<file path="src/rtl/tmr_pkg.sv">
package tmr_pkg;

    localparam int REG_W   = 16;
    localparam int ADDR_W  = 3;
    localparam int PSEL_W  = 4;

    localparam int B_EN    = 0;
    localparam int B_RLD   = 1;
    localparam int B_FLAG  = 2;
    localparam int B_IE    = 3;
    localparam int B_OVW   = 4;
    localparam int B_DBG   = 5;
    localparam int B_DOZE  = 6;
    localparam int B_PSEL  = 8;

    localparam logic [ADDR_W-1:0] OFS_CTRL = 3'd0;
    localparam logic [ADDR_W-1:0] OFS_MOD  = 3'd2;
    localparam logic [ADDR_W-1:0] OFS_CNT  = 3'd4;

    typedef struct packed {
        logic [PSEL_W-1:0] psel;
        logic              doze;
        logic              dbg;
        logic              ovw;
        logic              ie;
        logic              rld;
        logic              en;
    } ctrl_t;

    typedef enum logic [1:0] {
        WR_NONE,
        WR_SOFT,
        WR_RESTART,
        WR_MOD
    } wr_kind_e;

    function automatic ctrl_t word_to_ctrl(logic [REG_W-1:0] w);
        ctrl_t c;
        c.en   = w[B_EN];
        c.rld  = w[B_RLD];
        c.ie   = w[B_IE];
        c.ovw  = w[B_OVW];
        c.dbg  = w[B_DBG];
        c.doze = w[B_DOZE];
        c.psel = w[B_PSEL +: PSEL_W];
        return c;
    endfunction

    function automatic logic [REG_W-1:0] ctrl_to_word(ctrl_t c, logic flag);
        logic [REG_W-1:0] w;
        w = '0;
        w[B_EN]   = c.en;
        w[B_RLD]  = c.rld;
        w[B_FLAG] = flag;
        w[B_IE]   = c.ie;
        w[B_OVW]  = c.ovw;
        w[B_DBG]  = c.dbg;
        w[B_DOZE] = c.doze;
        w[B_PSEL +: PSEL_W] = c.psel;
        return w;
    endfunction

    // Mode fields equal, interrupt enable ignored
    function automatic logic same_mode(ctrl_t a, ctrl_t b);
        return (a.en == b.en) && (a.rld == b.rld) && (a.ovw == b.ovw) &&
               (a.dbg == b.dbg) && (a.doze == b.doze) && (a.psel == b.psel);
    endfunction

endpackage

</file>
<file path="src/rtl/tmr_prescaler.sv">
module tmr_prescaler #(
    parameter int PSEL_W = 4
) (
    input  logic              clk,
    input  logic              rst,
    input  logic              run,
    input  logic              clr,
    input  logic [PSEL_W-1:0] psel,
    output logic              tick
);
    localparam int DIV_W = 1 << PSEL_W;

    logic [DIV_W-1:0] phase;
    logic [DIV_W-1:0] last;

    // Period is 2^(psel+1) clocks: half the clock, then 2^psel
    always_comb begin
        last = DIV_W'((33'd2 << psel) - 33'd1);
    end

    assign tick = run && (phase == last);

    always_ff @(posedge clk) begin
        if (rst || clr || !run) begin
            phase <= '0;
        end else if (tick) begin
            phase <= '0;
        end else begin
            phase <= phase + 1'b1;
        end
    end

    AST_TICK_SPACED: assert property (@(posedge clk) disable iff (rst)
        tick |=> !tick);

    AST_CLR_RESTARTS_PHASE: assert property (@(posedge clk) disable iff (rst)
        clr |=> !tick);

endmodule

</file>
<file path="src/rtl/tmr_downcount.sv">
module tmr_downcount #(
    parameter int CNT_W = 16
) (
    input  logic             clk,
    input  logic             rst,
    input  logic             tick,
    input  logic             restart,
    input  logic [CNT_W-1:0] restart_val,
    input  logic             ovw_load,
    input  logic [CNT_W-1:0] ovw_val,
    input  logic [CNT_W-1:0] wrap_val,
    output logic [CNT_W-1:0] count,
    output logic             expire
);
    assign expire = tick && (count == '0);

    always_ff @(posedge clk) begin
        if (rst) begin
            count <= '1;
        end else if (restart) begin
            count <= restart_val;
        end else if (ovw_load) begin
            count <= ovw_val;
        end else if (tick) begin
            count <= expire ? wrap_val : count - 1'b1;
        end
    end

    AST_WRAP_LOADS_LIMIT: assert property (@(posedge clk) disable iff (rst)
        (expire && !restart && !ovw_load) |=> (count == $past(wrap_val)));

    AST_HOLD_WITHOUT_TICK: assert property (@(posedge clk) disable iff (rst)
        (!tick && !restart && !ovw_load) |=> $stable(count));

    AST_OVW_LOADS_COUNT: assert property (@(posedge clk) disable iff (rst)
        (ovw_load && !restart) |=> (count == $past(ovw_val)));

endmodule

</file>
<file path="src/rtl/tmr_regfile.sv">
module tmr_regfile
    import tmr_pkg::*;
(
    input  logic              clk,
    input  logic              rst,
    input  logic              reg_wr,
    input  logic [ADDR_W-1:0] reg_addr,
    input  logic [REG_W-1:0]  reg_wdata,
    input  logic              expire,
    output ctrl_t             ctrl,
    output logic              flag,
    output logic [REG_W-1:0]  modulus,
    output logic              restart,
    output logic [REG_W-1:0]  restart_val,
    output logic              ovw_load,
    output logic [REG_W-1:0]  wrap_val
);
    wr_kind_e kind;
    ctrl_t    new_ctrl;
    logic     ctrl_wr;

    assign new_ctrl = word_to_ctrl(reg_wdata);
    assign ctrl_wr  = reg_wr && (reg_addr == OFS_CTRL);

    always_comb begin
        kind = WR_NONE;
        if (ctrl_wr) begin
            kind = same_mode(ctrl, new_ctrl) ? WR_SOFT : WR_RESTART;
        end else if (reg_wr && (reg_addr == OFS_MOD)) begin
            kind = WR_MOD;
        end
    end

    assign restart     = (kind == WR_RESTART);
    assign restart_val = new_ctrl.rld ? modulus : '1;
    assign ovw_load    = (kind == WR_MOD) && ctrl.ovw;
    assign wrap_val    = ctrl.rld ? modulus : '1;

    always_ff @(posedge clk) begin
        if (rst) begin
            ctrl    <= '0;
            modulus <= '0;
        end else begin
            case (kind)
                WR_SOFT:    ctrl.ie <= new_ctrl.ie;
                WR_RESTART: ctrl    <= new_ctrl;
                WR_MOD:     modulus <= reg_wdata;
                default:    ;
            endcase
        end
    end

    // Expiry wins over any clear on the same edge
    always_ff @(posedge clk) begin
        if (rst) begin
            flag <= 1'b0;
        end else if (expire) begin
            flag <= 1'b1;
        end else if (ctrl_wr && reg_wdata[B_FLAG]) begin
            flag <= 1'b0;
        end else if (kind == WR_MOD) begin
            flag <= 1'b0;
        end
    end

    AST_FLAG_ON_EXPIRY: assert property (@(posedge clk) disable iff (rst)
        expire |=> flag);

    AST_MOD_WR_CLEARS: assert property (@(posedge clk) disable iff (rst)
        (reg_wr && (reg_addr == OFS_MOD) && !expire) |=> !flag);

    AST_ZERO_KEEPS_FLAG: assert property (@(posedge clk) disable iff (rst)
        (ctrl_wr && !reg_wdata[B_FLAG] && flag) |=> flag);

    AST_SOFT_KEEPS_MODE: assert property (@(posedge clk) disable iff (rst)
        (kind == WR_SOFT) |=> $stable(ctrl.psel) && $stable(ctrl.en));

endmodule

</file>
<file path="src/rtl/interval_timer.sv">
module interval_timer
    import tmr_pkg::*;
(
    input  logic              clk,
    input  logic              rst,
    input  logic              reg_wr,
    input  logic [ADDR_W-1:0] reg_addr,
    input  logic [REG_W-1:0]  reg_wdata,
    output logic [REG_W-1:0]  reg_rdata,
    output logic              irq
);
    ctrl_t            ctrl;
    logic             flag;
    logic [REG_W-1:0] modulus;
    logic             restart;
    logic [REG_W-1:0] restart_val;
    logic             ovw_load;
    logic [REG_W-1:0] wrap_val;
    logic [REG_W-1:0] count;
    logic             expire;
    logic             tick;

    tmr_regfile u_regs (
        .clk         (clk),
        .rst         (rst),
        .reg_wr      (reg_wr),
        .reg_addr    (reg_addr),
        .reg_wdata   (reg_wdata),
        .expire      (expire),
        .ctrl        (ctrl),
        .flag        (flag),
        .modulus     (modulus),
        .restart     (restart),
        .restart_val (restart_val),
        .ovw_load    (ovw_load),
        .wrap_val    (wrap_val)
    );

    tmr_prescaler #(.PSEL_W(PSEL_W)) u_pre (
        .clk  (clk),
        .rst  (rst),
        .run  (ctrl.en),
        .clr  (restart),
        .psel (ctrl.psel),
        .tick (tick)
    );

    tmr_downcount #(.CNT_W(REG_W)) u_cnt (
        .clk         (clk),
        .rst         (rst),
        .tick        (tick),
        .restart     (restart),
        .restart_val (restart_val),
        .ovw_load    (ovw_load),
        .ovw_val     (reg_wdata),
        .wrap_val    (wrap_val),
        .count       (count),
        .expire      (expire)
    );

    always_comb begin
        case (reg_addr)
            OFS_CTRL: reg_rdata = ctrl_to_word(ctrl, flag);
            OFS_MOD:  reg_rdata = modulus;
            OFS_CNT:  reg_rdata = count;
            default:  reg_rdata = '0;
        endcase
    end

    assign irq = flag && ctrl.ie;

    AST_IDLE_NO_STEP: assert property (@(posedge clk) disable iff (rst)
        (!ctrl.en && !restart && !ovw_load) |=> $stable(count));

    AST_IRQ_FALLS_ON_CLEAR: assert property (@(posedge clk) disable iff (rst)
        (reg_wr && (reg_addr == OFS_CTRL) && reg_wdata[B_FLAG] && !expire) |=> !irq);

endmodule

</file>
<file path="config.mk">
export PLATFORM = sky130hd
export DESIGN_NAME = interval_timer
export DESIGN_NICKNAME = d
export VERILOG_FILES = /design/src/rtl/tmr_pkg.sv /design/src/rtl/tmr_prescaler.sv /design/src/rtl/tmr_downcount.sv /design/src/rtl/tmr_regfile.sv /design/src/rtl/interval_timer.sv
export SDC_FILE = /design/constraint.sdc
export NUM_CORES = 1
export LEC_CHECK = 0
export ABC_CLOCK_PERIOD_IN_PS = 10600
export BUFFER_PORTS_ARGS = -buffer_cell sky130_fd_sc_hd__clkbuf_2
export CAP_MARGIN = 30
export CORE_AREA = 3 3 84 86
export CTS_CLUSTER_DIAMETER = 50
export DETAILED_ROUTE_END_ITERATION = 10
export DIE_AREA = 0 0 87 89
export PLACE_DENSITY = 0.9
export SETUP_SLACK_MARGIN = 0.1
export SLEW_MARGIN = 40
export SYNTH_ARGS = -nofsm -noshare
export SYNTH_HDL_FRONTEND = slang
export SYNTH_SLANG_ARGS = --single-unit
export TNS_END_PERCENT = 50
</file>
<file path="constraint.sdc">
create_clock -name clk -period 10.6 [get_ports clk]
set_input_delay 2.12 -clock clk [delete_from_list [all_inputs] [get_ports clk]]
set_output_delay 2.12 -clock clk [all_outputs]
set_load 0.1 [all_outputs]
</file>
==> flow_summary_export.csv, run 1 <==
group,metric,value,unit
run_status,status,"complete, no violations",
routing,vias_per_cell,6.69,
timing,period_needed,5.98,ns
critical_path,reg2reg_to,"u_cnt.count[6]",
critical_path,endpoint,"reg_rdata[14]",
timing,setup_viol,0,
critical_path,slowest_delay,0.68,ns
routing,vias,4211,
die,initial_core_util,65.4,%
grt,grt_pass1_vias,3850,
die,pin_count,39,
clocking,clockBufferDepth,2,
routing,first_pass_iters,7,
critical_path,cp_data_required_time,8.48,ns
critical_path,r2r_cells,10,
routing,drt_iter0_markers,479,
critical_path,cp-end-kind,"output port",
critical_path,cp_max_fo,16,
synth,postSynthAreaPerCell,7.71,µm²
synth,synth.distinct_cells,68,
layout,final_cell_mix,"nor2_1 (78), dfxtp_1 (57), a21oi_1 (53)",
pwr,p_int,0.000340,W
place,numPortBuffers,38,
pwr,clkPwrFrac,35.9,%
routing,route.detailed.drc,0,
critical_path,arrival,3.86,ns
synth,synth_edf_count,0,
critical_path,r2r_start,"u_regs.ctrl[6]",
worst_hold_path,hold_path.class,"reg -> reg",
die,rows,29,
synth,seq_area_frac_synth,28.4,%
clocking,clk_pin_slew,0.06,ns
pwr,p_leak,1.59,nW
timing,slew_headroom,43.7,%
synth,synthCells,539,
die,die_h,89,µm
timing,period_share,56.4,%
layout,antenna_cells,0,
grt,grt_pass1_wl,18.6,mm
grt,antenna_found_initial,0,
die,dieArea,0.00774,mm²
pwr,power_density,112,mW/mm²
clocking,clock_latency,0.35,ns
critical_path,crit_top_cell,"clkbuf_2",
timing,finalHoldViolations,0,
pwr,ir_drop,101,µV
job,drv_cap,0,
pwr,p_seq_share,47.2,%
worst_hold_path,min_from,"u_regs.modulus[6]",
place,gp_congestion,0.930,
synth,ys_ff_latch,59,
pwr,p_sw,0.000155,W
place,dp_slack,4.67,ns
die,core,0.00635,mm²
critical_path,crit_path_top_delay_cell,"nor2b_2",
synth,synthArstFlopShare,0,%
timing,finalSetupTns,0,ns
clocking,clkSinkCount,59,
timing,fmax,0.167,GHz
layout,areaGrowthSynthToFinish,6.17,%
timing,hold_ws,0.488,ns
synth,synthesis.area,0.00416,mm²
grt,grt_remaining_overflow,0,
timing,grt_setup_unrepaired,"false",
grt,grt_max_degree,45,
synth,yosys_warnings,0,
critical_path,path_depth,5,
grt,grt.total_usage,30.3,%
layout,final_common_cell,"nor2_1",
pwr,share_comb_of_total_power,17.0,%
synth,synth_nets,564,
timing,worst_pin_slew,0.845,ns
critical_path,critPathTopFamily,"simple AND/OR/NAND/NOR gates",
pwr,swShare,31.3,%
routing,ant_nets,0,
critical_path,path_cells,"clkbuf_2, nor2b_2, a22oi_1, nor2_1, clkbuf_2",
timing,drv_slew,0,
timing,clock_skew,0.0100,ns
layout,drive_gt1_share,13.6,%
clocking,cts_setup_buffers,0,
critical_path,crit_type,"in -> out",
die,die_x,87,µm
clocking,root_buffer,"clkbuf_8",
critical_path,worst_setup_path_start_kind,"input port",
clocking,cts_tree,"yes",
critical_path,crit_buf_inv,2,
clocking,htreeDepth,3,
clocking,ctsResizeCount,0,
clocking,hold_buffers,0,
routing,wl_per_cell,18.3,µm
critical_path,reg2reg_slack,6.09,ns
timing,fin_ws,4.62,ns
synth,ys.flop_type,"dfxtp_1",
routing,drt_wl_total,11.5,mm
critical_path,startpoint,"reg_addr[1]",
layout,final_nets,573,
clocking,numCtsBuffers,9,
place,post-dp-hpwl,7.54,mm
-- worst min-delay path by stage --
stage / slack [ns] / to / cells past startpoint
finish: 0.49 / u_regs.modulus[6] / 2
global route: 0.51 / u_regs.modulus[2] / 2
CTS: 0.49 / u_regs.modulus[5] / 2
detailed placement: 0.48 / u_regs.modulus[8] / 2
global placement: 0.46 / u_pre.phase[0] / 1
floorplan: 0.44 / u_pre.phase[0] / 1
-- state kept, by name, indices dropped and copies added (netlist names) --
signal	cells
u_regs.flag	1
u_regs.modulus	16
u_pre.phase	16
u_cnt.count	16
u_regs.ctrl	10
-- worst register-to-register path: cells and delay by family (launching register included) --
family	cells	cell delay (ns)
DFF	1	0.51
and+or+nand+nor	4	2.07
AOI/OAI and AO/OA	5	1.32
adders and majority gates	1	0.48
-- power by group through the flow --
stage	Combinational, W	Sequential (W)	Clock, W
2_1_floorplan	0.0000669	0.000235	0
3_3_place_gp	0.0000792	0.000238	0
3_5_place_dp	0.0000818	0.000238	0
4_1_cts	0.0000825	0.000233	0.000180
5_1_grt	0.0000895	0.000234	0.000190
6_report	0.0000839	0.000234	0.000178
-- cell families (layout without fill, tap and decap cells) --
family | after synthesis | in the layout | share of synthesized area, %
mux | 23 | 23 | 5.54
xor+xnor | 43 | 43 | 9.06
simple gates | 218 | 218 | 27.4
buf+inv | 55 | 68 | 6.65
fa+ha+maj | 4 | 4 | 1.14
flops | 59 | 59 | 28.4
compound gates | 137 | 137 | 21.8
-- metrics by stage --
step	utilization (%)	instances	power, W	area (µm²)
final	69.5	629	0.000495	4410
after global routing	69.5	629	0.000514	4410
after CTS	69.3	628	0.000495	4400
after detailed placement	66.8	613	0.000320	4240
after global placement	66.5	612	0.000317	4220
after floorplan	-	539	0.000302	4160
-- layout make-up --
cell class	instances	area, µm²
Clock buffer	12	145
Clock inverter	3	15.0
Fill cell	501	1940
Inverter	11	41.3
Multi-Input combinational cell	425	2700
Sequential cell	59	1180
Tap cell	77	96.3
Timing Repair Buffer	42	230
-- Yosys cell counts, drive strengths merged (2+ instances only) --
library cell,number,share of area (%)
nor2,78,7.0
dfxtp,59,28
a21oi,53,6.4
nand2,52,4.7
clkbuf,27,3.2
xor2,26,5.5
mux2i,23,5.5
xnor2,17,3.6
buf,16,2.3
a211oi,14,2.5
nand2b,14,2.1
o21ai,14,1.7
a211o,13,2.8
nand3,12,1.4
inv,11,0.99
nand4,7,1.1
nor3,7,1.4
o22ai,7,1.1
or3,6,1.1
or4,6,1.2
a22oi,5,0.90
nor3b,5,1.3
nor4,5,1.3
nor4b,5,1.1
a221o,4,0.99
nand3b,4,0.72
nor2b,4,0.60
a21boi,3,0.54
and3,3,0.45
and4,3,0.63
ha,3,0.90
o21bai,3,0.54
o221ai,3,0.63
o31ai,3,0.54
a2111oi,2,0.42
a21o,2,0.36
a31oi,2,0.30
a41oi,2,0.42
and2,2,0.30
o31a,2,0.45
or3b,2,0.42
-- metal layers --
metal / up-vias / global-route usage, % / wire length (µm)
li1: 1942 / - / -
met1: 1924 / 39.4 / 4630
met2: 304 / 47.3 / 5340
met3: 41 / 6.73 / 1200
met4: 0 / 15.0 / 358
met5: - / 0 / 0
No activity file was read; power rests on OpenSTA's default activity.
==> run 2, diff against run 1 <==
--- a/config.mk
+++ b/config.mk
@@ -5,14 +5,15 @@
 export SDC_FILE = /design/constraint.sdc
 export NUM_CORES = 1
 export LEC_CHECK = 0
-export ABC_CLOCK_PERIOD_IN_PS = 10600
+export ABC_AREA = 1
+export ABC_CLOCK_PERIOD_IN_PS = 6230
 export BUFFER_PORTS_ARGS = -buffer_cell sky130_fd_sc_hd__clkbuf_2
 export CAP_MARGIN = 30
-export CORE_AREA = 3 3 84 86
+export CORE_AREA = 3 3 89 91
 export CTS_CLUSTER_DIAMETER = 50
 export DETAILED_ROUTE_END_ITERATION = 10
-export DIE_AREA = 0 0 87 89
-export PLACE_DENSITY = 0.9
+export DIE_AREA = 0 0 92 94
+export PLACE_DENSITY = 0.84
 export SETUP_SLACK_MARGIN = 0.1
 export SLEW_MARGIN = 40
 export SYNTH_ARGS = -nofsm -noshare
==> constraint.sdc (replaced) <==
create_clock -name clk -period 6.23 [get_ports clk]
set_input_delay 1.246 -clock clk [delete_from_list [all_inputs] [get_ports clk]]
set_output_delay 1.246 -clock clk [all_outputs]
set_load 0.1 [all_outputs]
==> flow_summary_export.csv, run 2 <==
group,metric,value,unit
run_status,status,"complete, no violations",
synth,netlist.area_leader.share,27.7,%
synth,seq_area_frac_synth,27.7,%
routing,route.detailed.drc,0,
critical_path,startpoint,"reg_addr[0]",
critical_path,cp-end-kind,"register",
critical_path,crit_type,"in -> reg",
routing,drt_iter0_markers,475,
die,rows,31,
clocking,clk_pin_slew,0.07,ns
layout,antenna_cells,0,
die,die_h,94,µm
layout,final_nets,737,
die,initial_core_util,59.1,%
routing,vias,4646,
die,die_x,92,µm
pwr,ir_drop,130,µV
timing,setup_viol,0,
timing,finalHoldViolations,0,
routing,first_pass_iters,5,
timing,worst_pin_slew,0.748,ns
synth,ys.flop_type,"dfxtp_1",
clocking,cts_setup_buffers,0,
timing,slew_headroom,49.9,%
synth,synthArstFlopShare,0,%
routing,ant_nets,0,
synth,synth_top_cell_by_area,"dfxtp_1",
layout,largest_registers,"u_cnt.count x16, u_pre.phase x16, u_regs.modulus x16",
clocking,clkSinkCount,59,
critical_path,cp_max_fo,32,
clocking,ctsResizeCount,0,
timing,period_share,73.2,%
synth,postSynthAreaPerCell,6.17,µm²
grt,grt_remaining_overflow,0,
worst_hold_path,hold_path.class,"reg -> reg",
routing,wl_per_cell,15.4,µm
place,gp_congestion,0.978,
timing,hold_ws,0.474,ns
critical_path,crit_path_top_delay_cell,"nor3_4",
place,post-dp-hpwl,8.99,mm
synth,synthCells,691,
job,drv_cap,0,
grt,grt_max_degree,42,
critical_path,slowest_delay,0.64,ns
critical_path,r2r_start,"u_regs.ctrl[8]",
grt,grt_pass1_vias,4409,
pwr,power_density,191,mW/mm²
timing,grt_setup_unrepaired,"false",
layout,areaGrowthSynthToFinish,7.27,%
clocking,htreeDepth,3,
die,dieArea,0.00865,mm²
timing,drv_slew,0,
clocking,cts_tree,"yes",
synth,synth_edf_count,0,
layout,final_cell_mix,"nand2_1 (168), nor2_1 (96), inv_1 (79)",
die,pin_count,39,
synth,yosys_warnings,0,
pwr,p_leak,2.20,nW
worst_hold_path,min_from,"u_pre.phase[0]",
critical_path,arrival,4.80,ns
layout,final_common_cell,"nand2_1",
grt,grt_pass1_wl,21.0,mm
synth,synth_common_cells,"nand2_1 (168), nor2_1 (97), inv_1 (80), dfxtp_1 (59), o21ai_0 (48)",
timing,finalSetupTns,0,ns
critical_path,crit_top_cell,"inv_1",
clocking,hold_buffers,0,
clocking,clockBufferDepth,2,
synth,synth_area_leaders,"dfxtp_1 (28%), nand2_1 (15%), nor2_1 (8.5%), inv_1 (7.0%), o21ai_0 (5.6%)",
clocking,root_buffer,"clkbuf_8",
critical_path,cp_data_required_time,6.47,ns
critical_path,path_cells,"clkbuf_2, nor3_4, inv_1, nor2_2, inv_1, nor2_4, inv_1, nand3_4, o21ai_0, inv_1, nand2_1",
layout,drive_gt1_share,11.6,%
synth,ys_ff_latch,59,
synth,synth.distinct_cells,38,
grt,antenna_found_initial,0,
grt,grt.total_usage,30.2,%
routing,drt_wl_total,12.5,mm
timing,period_needed,4.56,ns
clocking,numCtsBuffers,9,
die,core,0.00721,mm²
critical_path,worst_setup_path_start_kind,"input port",
synth,yosysMostFrequentCell,"nand2_1",
clocking,clock_latency,0.35,ns
layout,fill_cells,702,
timing,fmax,0.219,GHz
routing,vias_per_cell,5.70,
place,numPortBuffers,38,
synth,synth_nets,716,
synth,synthesis.area,0.00427,mm²
timing,clock_skew,0.00857,ns
[run 2: cell type report]
class | instances | area [µm²] | share of cell area (%)
Clock buffer | 12 | 145 | 3.17
Timing Repair Buffer | 38 | 190 | 4.16
Multi-Input combinational cell | 513 | 2580 | 56.4
Inverter | 91 | 342 | 7.47
Sequential cell | 59 | 1180 | 25.8
Tap cell | 99 | 124 | 2.71
Clock inverter | 3 | 15.0 | 0.328
[run 2: path summary, 6_finish.rpt]
path                                   endpoint  slack (ns)  cells after the start
worst min register to register   u_pre.phase[0]        0.47                      1
worst max-delay path            u_cnt.count[11]        1.67                     11
worst min-delay path             u_pre.phase[0]        0.47                      1
worst max register to register  u_cnt.count[11]        3.02                     13
[run 2: per-layer routing]
metal	global-route usage, %	share of wire (%)	wire length, µm	vias to the layer above
met1	42.2	44	5540	2080
met4	11.5	2.5	311	0
met2	47.0	43	5350	273
met5	0	0	0	-
li1	-	-	-	2264
met3	4.41	10	1310	29
[run 2: report_power, final]
group | total (W) | internal [W] | leakage, nW | switching [W]
sequential | 0.000399 | 0.000387 | 0.479 | 0.0000118
clock | 0.000311 | 0.000151 | 0.0860 | 0.000159
combinational | 0.000164 | 0.0000439 | 1.63 | 0.000120
total | 0.000873 | 0.000582 | 2.20 | 0.000291
[run 2: per-stage QoR]
step	area [µm²]	worst slack (ns)	instances	power (W)	utilization, %
2_1_floorplan	4270	1.16	691	0.000529	-
3_3_place_gp	4410	1.66	800	0.000565	61.2
3_5_place_dp	4410	1.46	800	0.000568	61.2
4_1_cts	4570	1.82	815	0.000864	63.4
5_1_grt	4580	1.40	815	0.000901	63.4
6_report	4580	1.67	815	0.000873	63.4
[run 2: critical path, delay by kind of cell]
kind | cells | cell delay, ns
AO/OA/AOI/OAI | 1 | 0.15
buffers and inverters | 5 | 1.29
AND/OR/NAND/NOR | 5 | 2.11
[run 2: cells by family (layout without fill, tap and decap cells)]
kind of cell	Yosys count	after routing	share of synthesized area (%)
adders and majority gates	3	3	0.880
and+or+nand+nor	360	360	37.0
buffers and inverters	119	144	11.9
AOI/OAI and AO/OA	118	118	16.0
xor gates and xnor gates	32	32	6.57
DFF	59	59	27.7
